## src/rtl/hp_cmd_pkg.sv

```systemverilog
package hp_cmd_pkg;
    // Slot state encodings
    localparam logic [1:0] ST_KEEP = 2'd0;
    localparam logic [1:0] ST_PWR  = 2'd1;
    localparam logic [1:0] ST_ON   = 2'd2;
    localparam logic [1:0] ST_OFF  = 2'd3;
    // Indicator encodings
    localparam logic [1:0] LED_KEEP  = 2'd0;
    localparam logic [1:0] LED_ON    = 2'd1;
    localparam logic [1:0] LED_BLINK = 2'd2;
    localparam logic [1:0] LED_OFF   = 2'd3;
    // Presence code for an empty slot
    localparam logic [1:0] PRES_EMPTY = 2'd3;
    // Event bit positions
    localparam int EVT_PRES = 0;
    localparam int EVT_MRL  = 1;
    localparam int EVT_BTN  = 2;

    typedef enum logic [1:0] {
        K_SLOT  = 2'd0,
        K_SPEED = 2'd1,
        K_GROUP = 2'd2,
        K_BAD   = 2'd3
    } cmd_kind_e;
endpackage

```

## src/rtl/hp_cmd_decode.sv

```systemverilog
// Command byte decoder.
// Splits a command byte into its kind and its request fields.
// Assumes: purely combinational; the caller qualifies it with its own strobe.
module hp_cmd_decode
    import hp_cmd_pkg::*;
(
    input  logic [7:0]  code_i,
    output cmd_kind_e   kind_o,
    output logic [1:0]  req_state_o,
    output logic [1:0]  req_pwr_o,
    output logic [1:0]  req_attn_o,
    output logic [2:0]  speed_o,
    output logic [1:0]  grp_state_o
);
    // Classify the opcode range and pull out the fields
    always_comb begin
        if (code_i[7:6] == 2'b00)
            kind_o = K_SLOT;
        else if (code_i[7:3] == 5'b01000)
            kind_o = K_SPEED;
        else if (code_i == 8'h48 || code_i == 8'h49)
            kind_o = K_GROUP;
        else
            kind_o = K_BAD;
        req_state_o = code_i[1:0];
        req_pwr_o   = code_i[3:2];
        req_attn_o  = code_i[5:4];
        speed_o     = code_i[2:0];
        grp_state_o = code_i[0] ? ST_ON : ST_PWR;
    end
endmodule

```

## src/rtl/hp_slot_unit.sv

```systemverilog
// One slot's record and its transition rule.
// Holds state, indicators, latch, presence and events; applies a request
// when apply_i is high and the request is legal.
// Assumes: occupied_i is stable while rst_n is low.
module hp_slot_unit
    import hp_cmd_pkg::*;
(
    input  logic       clk,
    input  logic       rst_n,
    input  logic       occupied_i,
    input  logic       apply_i,
    input  logic [1:0] req_state_i,
    input  logic [1:0] req_pwr_i,
    input  logic [1:0] req_attn_i,
    input  logic [2:0] evt_clr_i,
    output logic [1:0] state_o,
    output logic [1:0] pwr_o,
    output logic [1:0] attn_o,
    output logic       mrl_open_o,
    output logic [1:0] pres_o,
    output logic [2:0] evt_o,
    output logic       illegal_o,
    output logic       removal_o
);
    logic [1:0] state_n, pwr_n, attn_n;
    logic       empty_n, take;

    // Work out the slot's next fields for the current request
    always_comb begin
        illegal_o = (state_o == ST_ON) && (req_state_i == ST_PWR);
        pwr_n     = (req_pwr_i  != LED_KEEP) ? req_pwr_i  : pwr_o;
        attn_n    = (req_attn_i != LED_KEEP) ? req_attn_i : attn_o;
        state_n   = state_o;
        empty_n   = 1'b0;
        if (state_o == ST_OFF && (req_state_i == ST_PWR || req_state_i == ST_ON)) begin
            state_n = req_state_i;
        end else if ((state_o == ST_ON || state_o == ST_PWR) && req_state_i == ST_OFF) begin
            state_n = ST_OFF;
            empty_n = (pwr_n == LED_OFF);
        end
        take = apply_i && !illegal_o;
    end

    // Register the slot record, reset from the occupancy strap
    always_ff @(posedge clk) begin
        if (!rst_n) begin
            state_o    <= occupied_i ? ST_ON  : ST_OFF;
            pwr_o      <= occupied_i ? LED_ON : LED_OFF;
            attn_o     <= LED_KEEP;
            mrl_open_o <= !occupied_i;
            pres_o     <= occupied_i ? 2'd0 : PRES_EMPTY;
            evt_o      <= '0;
            removal_o  <= 1'b0;
        end else begin
            removal_o <= take && empty_n;
            evt_o     <= (evt_o & ~evt_clr_i) | ((take && empty_n) ? 3'b111 : 3'b000);
            if (take) begin
                state_o <= state_n;
                pwr_o   <= pwr_n;
                attn_o  <= attn_n;
                if (empty_n) begin
                    mrl_open_o <= 1'b1;
                    pres_o     <= PRES_EMPTY;
                end
            end
        end
    end
endmodule

```

## src/rtl/hp_slot_cmd_ctrl.sv

```systemverilog
// Hot-plug slot command controller top.
// Accepts one command per strobe, runs slot, speed and group commands,
// keeps command status and the command-detected flag.
// Assumes: NUM_SLOTS in 1..31; commands strobed while busy are dropped.
module hp_slot_cmd_ctrl
    import hp_cmd_pkg::*;
#(
    parameter int NUM_SLOTS = 4
) (
    input  logic                   clk,
    input  logic                   rst_n,
    input  logic [NUM_SLOTS-1:0]   occupied_i,
    input  logic                   cmd_valid_i,
    input  logic [7:0]             cmd_code_i,
    input  logic [7:0]             cmd_target_i,
    input  logic                   detect_clr_i,
    input  logic [3*NUM_SLOTS-1:0] evt_clr_i,
    output logic [3:0]             cmd_status_o,
    output logic                   cmd_detected_o,
    output logic [2:0]             bus_speed_o,
    output logic [2*NUM_SLOTS-1:0] slot_state_o,
    output logic [2*NUM_SLOTS-1:0] pwr_ind_o,
    output logic [2*NUM_SLOTS-1:0] attn_ind_o,
    output logic [NUM_SLOTS-1:0]   mrl_open_o,
    output logic [2*NUM_SLOTS-1:0] presence_o,
    output logic [3*NUM_SLOTS-1:0] slot_evt_o,
    output logic [NUM_SLOTS-1:0]   removal_o
);
    localparam int IDX_W = (NUM_SLOTS > 1) ? $clog2(NUM_SLOTS) : 1;
    localparam logic [IDX_W-1:0] LAST_IDX = IDX_W'(NUM_SLOTS - 1);

    cmd_kind_e        kind;
    logic [1:0]       dec_state, dec_pwr, dec_attn, dec_grp;
    logic [2:0]       dec_speed;
    logic             busy, inv_cmd, inv_mode;
    logic [IDX_W-1:0] walk_idx;
    logic [1:0]       grp_state;
    logic             accept, tgt_ok, illegal_sel, any_on;
    logic [4:0]       tgt;
    logic [NUM_SLOTS-1:0] apply_v, illegal_v;

    hp_cmd_decode u_dec (
        .code_i      (cmd_code_i),
        .kind_o      (kind),
        .req_state_o (dec_state),
        .req_pwr_o   (dec_pwr),
        .req_attn_o  (dec_attn),
        .speed_o     (dec_speed),
        .grp_state_o (dec_grp)
    );

    // Qualify the strobe and check the target and current slot states
    always_comb begin
        accept      = cmd_valid_i && !busy;
        tgt         = cmd_target_i[4:0];
        tgt_ok      = (tgt != 5'd0) && (int'(tgt) <= NUM_SLOTS);
        illegal_sel = 1'b0;
        any_on      = 1'b0;
        for (int i = 0; i < NUM_SLOTS; i++) begin
            if (tgt_ok && int'(tgt) == i + 1)
                illegal_sel = illegal_sel | illegal_v[i];
            if (slot_state_o[2*i +: 2] == ST_ON)
                any_on = 1'b1;
        end
    end

    generate
        for (genvar g = 0; g < NUM_SLOTS; g++) begin : g_slot
            logic [1:0] rq_state, rq_pwr, rq_attn;

            // Pick this slot's request: group walk step or single command
            always_comb begin
                if (busy) begin
                    apply_v[g] = (walk_idx == IDX_W'(g));
                    rq_state   = mrl_open_o[g] ? ST_KEEP : grp_state;
                    rq_pwr     = mrl_open_o[g] ? LED_OFF : LED_ON;
                    rq_attn    = LED_KEEP;
                end else begin
                    apply_v[g] = accept && (kind == K_SLOT) && tgt_ok && (int'(tgt) == g + 1);
                    rq_state   = dec_state;
                    rq_pwr     = dec_pwr;
                    rq_attn    = dec_attn;
                end
            end

            hp_slot_unit u_slot (
                .clk         (clk),
                .rst_n       (rst_n),
                .occupied_i  (occupied_i[g]),
                .apply_i     (apply_v[g]),
                .req_state_i (rq_state),
                .req_pwr_i   (rq_pwr),
                .req_attn_i  (rq_attn),
                .evt_clr_i   (evt_clr_i[3*g +: 3]),
                .state_o     (slot_state_o[2*g +: 2]),
                .pwr_o       (pwr_ind_o[2*g +: 2]),
                .attn_o      (attn_ind_o[2*g +: 2]),
                .mrl_open_o  (mrl_open_o[g]),
                .pres_o      (presence_o[2*g +: 2]),
                .evt_o       (slot_evt_o[3*g +: 3]),
                .illegal_o   (illegal_v[g]),
                .removal_o   (removal_o[g])
            );
        end
    endgenerate

    // Sequence commands: status, speed, detected flag and the group walk
    always_ff @(posedge clk) begin
        if (!rst_n) begin
            busy           <= 1'b0;
            inv_cmd        <= 1'b0;
            inv_mode       <= 1'b0;
            walk_idx       <= '0;
            grp_state      <= ST_KEEP;
            cmd_detected_o <= 1'b0;
            bus_speed_o    <= 3'd0;
        end else begin
            if (detect_clr_i)
                cmd_detected_o <= 1'b0;
            if (accept) begin
                inv_cmd  <= 1'b0;
                inv_mode <= 1'b0;
                unique case (kind)
                    K_SLOT: begin
                        if (!tgt_ok || illegal_sel)
                            inv_cmd <= 1'b1;
                        cmd_detected_o <= 1'b1;
                    end
                    K_SPEED: begin
                        if (dec_speed == 3'd0)
                            bus_speed_o <= dec_speed;
                        else
                            inv_mode <= 1'b1;
                        cmd_detected_o <= 1'b1;
                    end
                    K_GROUP: begin
                        if (any_on) begin
                            inv_cmd        <= 1'b1;
                            cmd_detected_o <= 1'b1;
                        end else begin
                            busy      <= 1'b1;
                            walk_idx  <= '0;
                            grp_state <= dec_grp;
                        end
                    end
                    default: begin
                        inv_cmd        <= 1'b1;
                        cmd_detected_o <= 1'b1;
                    end
                endcase
            end else if (busy) begin
                if (walk_idx == LAST_IDX) begin
                    busy           <= 1'b0;
                    cmd_detected_o <= 1'b1;
                end else begin
                    walk_idx <= walk_idx + 1'b1;
                end
            end
        end
    end

    assign cmd_status_o = {inv_mode, inv_cmd, 1'b0, busy};
endmodule

```

## config.mk

```make
export PLATFORM = sky130hd
export DESIGN_NAME = hp_slot_cmd_ctrl
export DESIGN_NICKNAME = d
export VERILOG_FILES = /design/src/rtl/hp_cmd_pkg.sv /design/src/rtl/hp_cmd_decode.sv /design/src/rtl/hp_slot_unit.sv /design/src/rtl/hp_slot_cmd_ctrl.sv
export SDC_FILE = /design/constraint.sdc
export NUM_CORES = 1
export LEC_CHECK = 0
export BUFFER_PORTS_ARGS = -buffer_cell sky130_fd_sc_hd__buf_4
export CAP_MARGIN = 10
export CORE_ASPECT_RATIO = 1.25
export CORE_MARGIN = 1
export CORE_UTILIZATION = 57
export CTS_BUF_LIST = sky130_fd_sc_hd__clkbuf_4 sky130_fd_sc_hd__clkbuf_8
export DETAILED_ROUTE_END_ITERATION = 6
export GPL_TIMING_DRIVEN = 0
export PLACE_DENSITY = 0.9
export RECOVER_POWER = 100
export SLEW_MARGIN = 25
export SYNTH_ARGS = -nofsm -noshare
export SYNTH_HDL_FRONTEND = slang
export SYNTH_SLANG_ARGS = --single-unit
```

## constraint.sdc

```tcl
create_clock -name clk -period 5.2 [get_ports clk]
set_clock_uncertainty 0.15 [all_clocks]
set_input_delay 0.26 -clock clk [delete_from_list [all_inputs] [get_ports clk]]
set_output_delay 0.26 -clock clk [all_outputs]
set_load 0.01 [all_outputs]
```

Word-level counts from Yosys, hierarchy flattened

Cells that the tools add are included.

Memories kept: 0
ROM bits: 0
Bits in latches: 0
Logic and storage cells: 317
Memory bits (writable): 0
Register bits: 63

$add $sub $neg: 1
Reductions and logical operators: 79
Muxes and demuxes: 130
Shifts and indexed selects: 0
Divide/modulo/power cells: 0
Magnitude comparators: 1
Bitwise gates (word level): 16
Equality and inequality tests: 55
Multipliers: 0

Operators with widths:

| cell                                                | count |
|---|---|
| 2-to-1 mux 2 bit                                    | 73 |
| 2-to-1 mux 1 bit                                    | 52 |
| == test 2 bit, second input constant                | 23 |
| logical AND 1 bit                                   | 32 |
| AND reduction 2 bit                                 | 13 |
| == test 2 x 1 -> 1 bit, second input constant       | 10 |
| != test 2 x 1 -> 1 bit, second input constant       | 9 |
| == test 8 x 7 -> 1 bit, second input constant       | 2 |
| AND 3 bit                                           | 4 |
| 2-to-1 mux 3 bit                                    | 4 |
| != test 3 x 1 -> 1 bit, second input constant       | 4 |
| inverter 3 bit                                      | 4 |
| OR 3 bit                                            | 4 |
| nonzero test 2 bit                                  | 6 |
| == test 5 x 3 -> 1 bit, second input constant       | 2 |
| == test 5 x 4 -> 1 bit, second input constant       | 2 |
| logical NOT 1 bit                                   | 10 |
| logical OR 1 bit                                    | 10 |
| logical NOT 2 bit                                   | 3 |
| AND reduction 3 bit                                 | 2 |
| == test 5 x 2 -> 1 bit, second input constant       | 1 |
| <= comparator 5 x 3 -> 1 bit, second input constant | 1 |
| nonzero test 5 bit                                  | 1 |
| != test 2 bit, second input constant                | 2 |
| 6 further kinds                                     | 8 |

Longest topological paths before layout

Word-level depth: 14
Gate-level depth with buffers: 10
Gate-level depth less buffers: 8

Cells and area by module

From an unflattened synthesis, not the netlist that was laid out.

Cells, all modules: 341
Area, all modules: 3,273.1 µm²

Modules (own cells, without submodules):

| module           | area an instance (µm²) | times used | seq. area each (µm²) | cells an instance |
|---|---|---|---|---|
| hp_slot_unit     | 576.8                  | 4          | 270.3                | 55 |
| hp_slot_cmd_ctrl | 853.3                  | 1          | 220.2                | 106 |
| hp_cmd_decode    | 112.6                  | 1          | 0.0                  | 15 |

Least setup slack after synthesis

OpenSTA, ideal clock, no wires.

Path kind: register to register
Start point: reg busy
End point: reg g_slot[0].u_slot.pres_o[0] (enable)
Path buffers: 2
Stages on the path, launching flop included: 10
Slack: 2.473 ns
Setup time: 0.294 ns
Data required time: 4.756 ns
Arrival time: 2.284 ns
Clock period less this slack: 2.727 ns
Path through: dfxtp_1 -> buf_2 -> buf_1 -> nand2_1 -> o21a_1 -> ha_1 -> nor2b_1 -> a2111oi_0 -> nand4_2 -> nand2_1

Longest elaborated chain between the ends: 9

Ends and longest elaborated chain:

| item                                                                     | line                    | source |
|---|---|---|
| start, declared                                                          | hp_slot_cmd_ctrl.sv:35  | `logic busy, inv_cmd, inv_mode;` |
| start signal, assigned                                                   | hp_slot_cmd_ctrl.sv:110 | `busy <= 1'b0;` |
| start signal, assigned                                                   | hp_slot_cmd_ctrl.sv:141 | `busy <= 1'b1;` |
| start signal, assigned                                                   | hp_slot_cmd_ctrl.sv:153 | `busy <= 1'b0;` |
| parallel branches: the longest is 8 deep, another holds 2-to-1 mux 2 bit | n/a                     |  |
| AND reduction 2 bit (no source line) *                                   | n/a                     |  |
| end signal, assigned                                                     | hp_slot_unit.sv:51      | `pres_o <= occupied_i ? 2'd0 : PRES_EMPTY;` |
| end, declared                                                            | hp_slot_unit.sv:20      | `output logic [1:0] pres_o,` |

Mark *: on every way between the ends.
A chain may end at the register's enable or synchronous reset.

Worst setup path after layout

Start point: reg busy
End point: reg g_slot[1].u_slot.pres_o[0] (enable)

Longest elaborated chain between the ends: 9

Ends and longest elaborated chain:

| item                                                                     | line |
|---|---|
| parallel branches: the longest is 8 deep, another holds 2-to-1 mux 2 bit | n/a |
| AND reduction 2 bit (no source line) *                                   | n/a |
| end signal, assigned                                                     | hp_slot_unit.sv:51 |
| end, declared                                                            | hp_slot_unit.sv:20 |

Marks and branches as above.

==> metrics.md <==
| Metric | Value |
|---|---|
| Non-Filler Instances | `between 500 and 600` |
| Final instance area | `3880 um^2` |
| Vias in the first global route | `2996` |
| Fillcell total | `417` |
| Cells after Synth | `about 350` |
| Syn_nets | `409` |
| Finish-stage setup viols | `0` |
| Register area share after synthesis | `0.414` |
| Min cycle time layout | `roughly 3.6 ns` |
| Post-synthesis mux area share | `0.00319` |
| Setup TNS | `0 ns` |
| Via Count | `2952` |
| Adder-cell share of the synthesized area | `0.0796` |
| Clock buffer depth | `2` |
| First-pass GRT wire length | `13100 um` |
| 1st-iter DRT viols | `257` |
| Simple-Gate Fraction of Synth Area | `0.229` |
| Max-Cap Viols | `0` |
| Ys Warns | `0` |
| Fin. max-slew vios | `0` |
| Crit-path leading delay family | `compound AO/OA/AOI/OAI gates` |
| Post-DP HPWL | `6220 um` |
| P per Cell Area | `between 200 and 250 nW/um^2` |
| Area Growth Syn to Fin | `23.5%` |
| Routed wire per std cell | `around 16 um` |
| Antenna violations before repair | `0` |
| Area share of the largest cell type after synthesis | `0.223` |
| Remaining antenna violation count after routing | `0` |
| Worst hold margin | `about 0.044 ns` |
| Mapped Area | `3140 um^2` |
| Post-layout net count | `around 510` |
| FMAX | `280 MHz` |
| Final worst path period share | `0.688` |
| Die area | `roughly 5800 um^2` |
| Post-synth top cells | `nand2_1 (42), dfxtp_1 (35), inv_1 (31)` |
| Gr usage total | `0.306` |
| Clock-pin slew on the worst setup and hold paths | `about 0.1 ns` |
| Post-CTS Hold Fix Bufs | `7` |
| CTS tree | `done` |
| Synth async-reset ratio | `0` |
| Synth Area in Compound Gates | `0.168` |
| Placed cells | `505` |
| Worst hold path type | `input port to flop` |
| Critical-path cell list | `clkbuf_1 -> clkbuf_1 -> nand2_1 -> o21ai_0 -> ha_1 -> inv_1 -> a2111oi_0 -> nand4_2 -> nand2_1` |
| Largest net degree at the start of global routing | `17` |
| DRT Pass-1 Iters | `5` |
| Grt ovf | `0` |
| Die width | `just under 70 um` |
| Synth Area in XOR/XNOR | `0` |
| Via-per-instance ratio | `between 5 and 6` |
| Port Buffer Count | `90` |
| Share of layout cells above drive strength 1 | `0.186` |
| Synthesized flop and latch total | `55` |
| Worst path bufs/invs | `3` |
| Critical Path Source Type | `flop` |
| Starting Density | `0.605` |
| Post-DP Area | `3890 um^2` |
| Arr. time, crit path | `around 3.5 ns` |
| Post-CTS Setup Bufs | `0` |
| RSZ-0062 raised after global routing | `false` |
| Setup CP Type | `flop to flop` |
| CTS Sinks | `55` |
| Critical Path Fanout Max | `10` |
| Avg Inst Size Synth | `a little under 9 um^2` |
| Die height | `85.0 um` |
| DRT Wirelength | `around 8000 um` |
| H-tree depth | `2` |
| # IOs | `96` |
| Main combinational cell family by area after synthesis | `simple AND/OR/NAND/NOR gates` |
| Dominant synthesized flop cell | `dfxtp_1` |
| Core area | `slightly above 5000 um^2` |
| Worst-Skew Late Latency | `between 0.3 and 0.4 ns` |
| Root Driver | `clkbuf_8` |
| Top-count cell post-synth | `nand2_1` |
| Slew margin rel. | `0.531` |
| Final Hold Fails | `0` |
| Site Rows | `29` |
| Diode count | `0` |
| Outcome | `finished, final reports clean` |
| Maximum vdd drop | `210 uV` |
| CTS Buf Count | `5` |
| Slowest CP cell | `dfxtp_1` |
| Data required, critical path | `between 5 and 6 ns` |
| Crit. End Element | `flop` |
| Post-CTS sizing | `0` |
| Synth unique cells | `42` |
| Area contributors post-synth | `dfxtp_1 (22%), edfxtp_1 (19%), ha_1 (8.0%), nand2_1 (5.0%), buf_4 (4.8%)` |
| Post-synth top area cell | `dfxtp_1` |
| Lkg Pwr | `between 0.0015 and 0.002 uW` |
| Drt drc | `0` |
| Post-synth EDFFs | `20` |
| Worst Tran Pin Value | `slightly below 0.7 ns` |
| Slowest cell delay on critical path | `0.53 ns` |
| Final GP Congestion | `0.905` |
==> worst min-delay path, cell delays in order <==
cell and delay, ns:
buf_4 0.07, nand2b_1 0.08, a21oi_1 0.06
==> layer usage <==
layer,GRT usage,vias up,share of wire
met5,0,-,0
met3,0.0739,25,0.075
met1,0.334,1378,0.37
met4,0.138,0,0.031
li1,-,1404,-
met2,0.537,145,0.53
==> power breakdown <==
| part | leakage, uW | switching [uW] | internal [uW] |
|---|---|---|---|
| Combinational | 0.00102 | 75.0 | 60.5 |
| Clock | 0.0000453 | 140 | 106 |
| Sequential | 0.000456 | 7.35 | 457 |
| Total | 0.00152 | 223 | 623 |
==> kinds of logic (layout without fill, tap and decap cells) <==
group | Yosys count | in the layout
buffers and inverters | 65 | 170
flip-flops | 55 | 55
AND/OR/NAND/NOR | 136 | 136
AO/OA/AOI/OAI | 75 | 75
adder cells (fa/ha/maj) | 20 | 20
other | 1 | 1
multiplexers | 1 | 1
==> cell type report <==
class | instances | area, um^2 | area share
buffer | 34 | 210 | 0.0542
clock buffer | 7 | 83.8 | 0.0216
clock inverter | 1 | 7.51 | 0.00194
inverter | 31 | 116 | 0.0300
multi-input combinational | 233 | 1510 | 0.390
sequential | 55 | 1300 | 0.335
tap | 62 | 77.6 | 0.0200
timing repair buffer | 97 | 569 | 0.147
==> layout by cell type (no fill, tap or decap), types with 2 or more instances in the layout <==
cell type and instances:
nand4_2 3, nor2b_1 13, and3_1 2, o2bb2ai_1 4, inv_1 31, nand3b_1 3
nand3_1 11, edfxtp_1 20, o31ai_1 2, nor3b_1 3, or2b_1 3, ha_1 20
nor4b_1 2, o22ai_1 8, clkbuf_1 59, dlygate4sd3_1 7, nor3_1 4, a31o_2 2
nor2_1 21, dfxtp_1 35, o21ai_0 12, o21a_1 8, nand2b_1 17, nand4_1 5
nand2_1 42, or2_2 3, a21oi_1 24, or4b_1 2, clkbuf_4 15, buf_4 50
o31a_1 4, clkbuf_8 5, o31ai_4 3, a2111oi_0 4
==> metrics by stage <==
step | utilization | setup WS (ns) | power, uW
4_1_cts | 0.782 | 1.82 | 851
6_report | 0.748 | 1.62 | 846
2_1_floorplan | - | 2.47 | 548
5_1_grt | 0.748 | 1.42 | 878
3_3_place_gp | 0.751 | 1.89 | 605
3_5_place_dp | 0.751 | 1.82 | 609
==> state kept, by name (all words and copies together), names as in the netlist, 2 cells and up <==
signal / flops
bus_speed_o: 3
g_slot.u_slot.pres_o: 4
g_slot.u_slot.pwr_o: 8
walk_idx: 2
g_slot.u_slot.attn_o: 8
g_slot.u_slot.state_o: 8
g_slot.u_slot.evt_o: 12
grp_state: 2
g_slot.u_slot.removal_o: 4
==> final timing paths <==
path	cells past startpoint	slack, ns	endpoint	startpoint
worst min register to register	2	0.28	bus_speed_o[0]	bus_speed_o[0]
worst max-delay path	9	1.62	g_slot[1].u_slot.pres_o[0]	busy
worst max register to register	9	1.62	g_slot[1].u_slot.pres_o[0]	busy
worst min-delay path	3	0.04	g_slot[1].u_slot.evt_o[1]	evt_clr_i[4]
(Power assumes the default switching activity.)
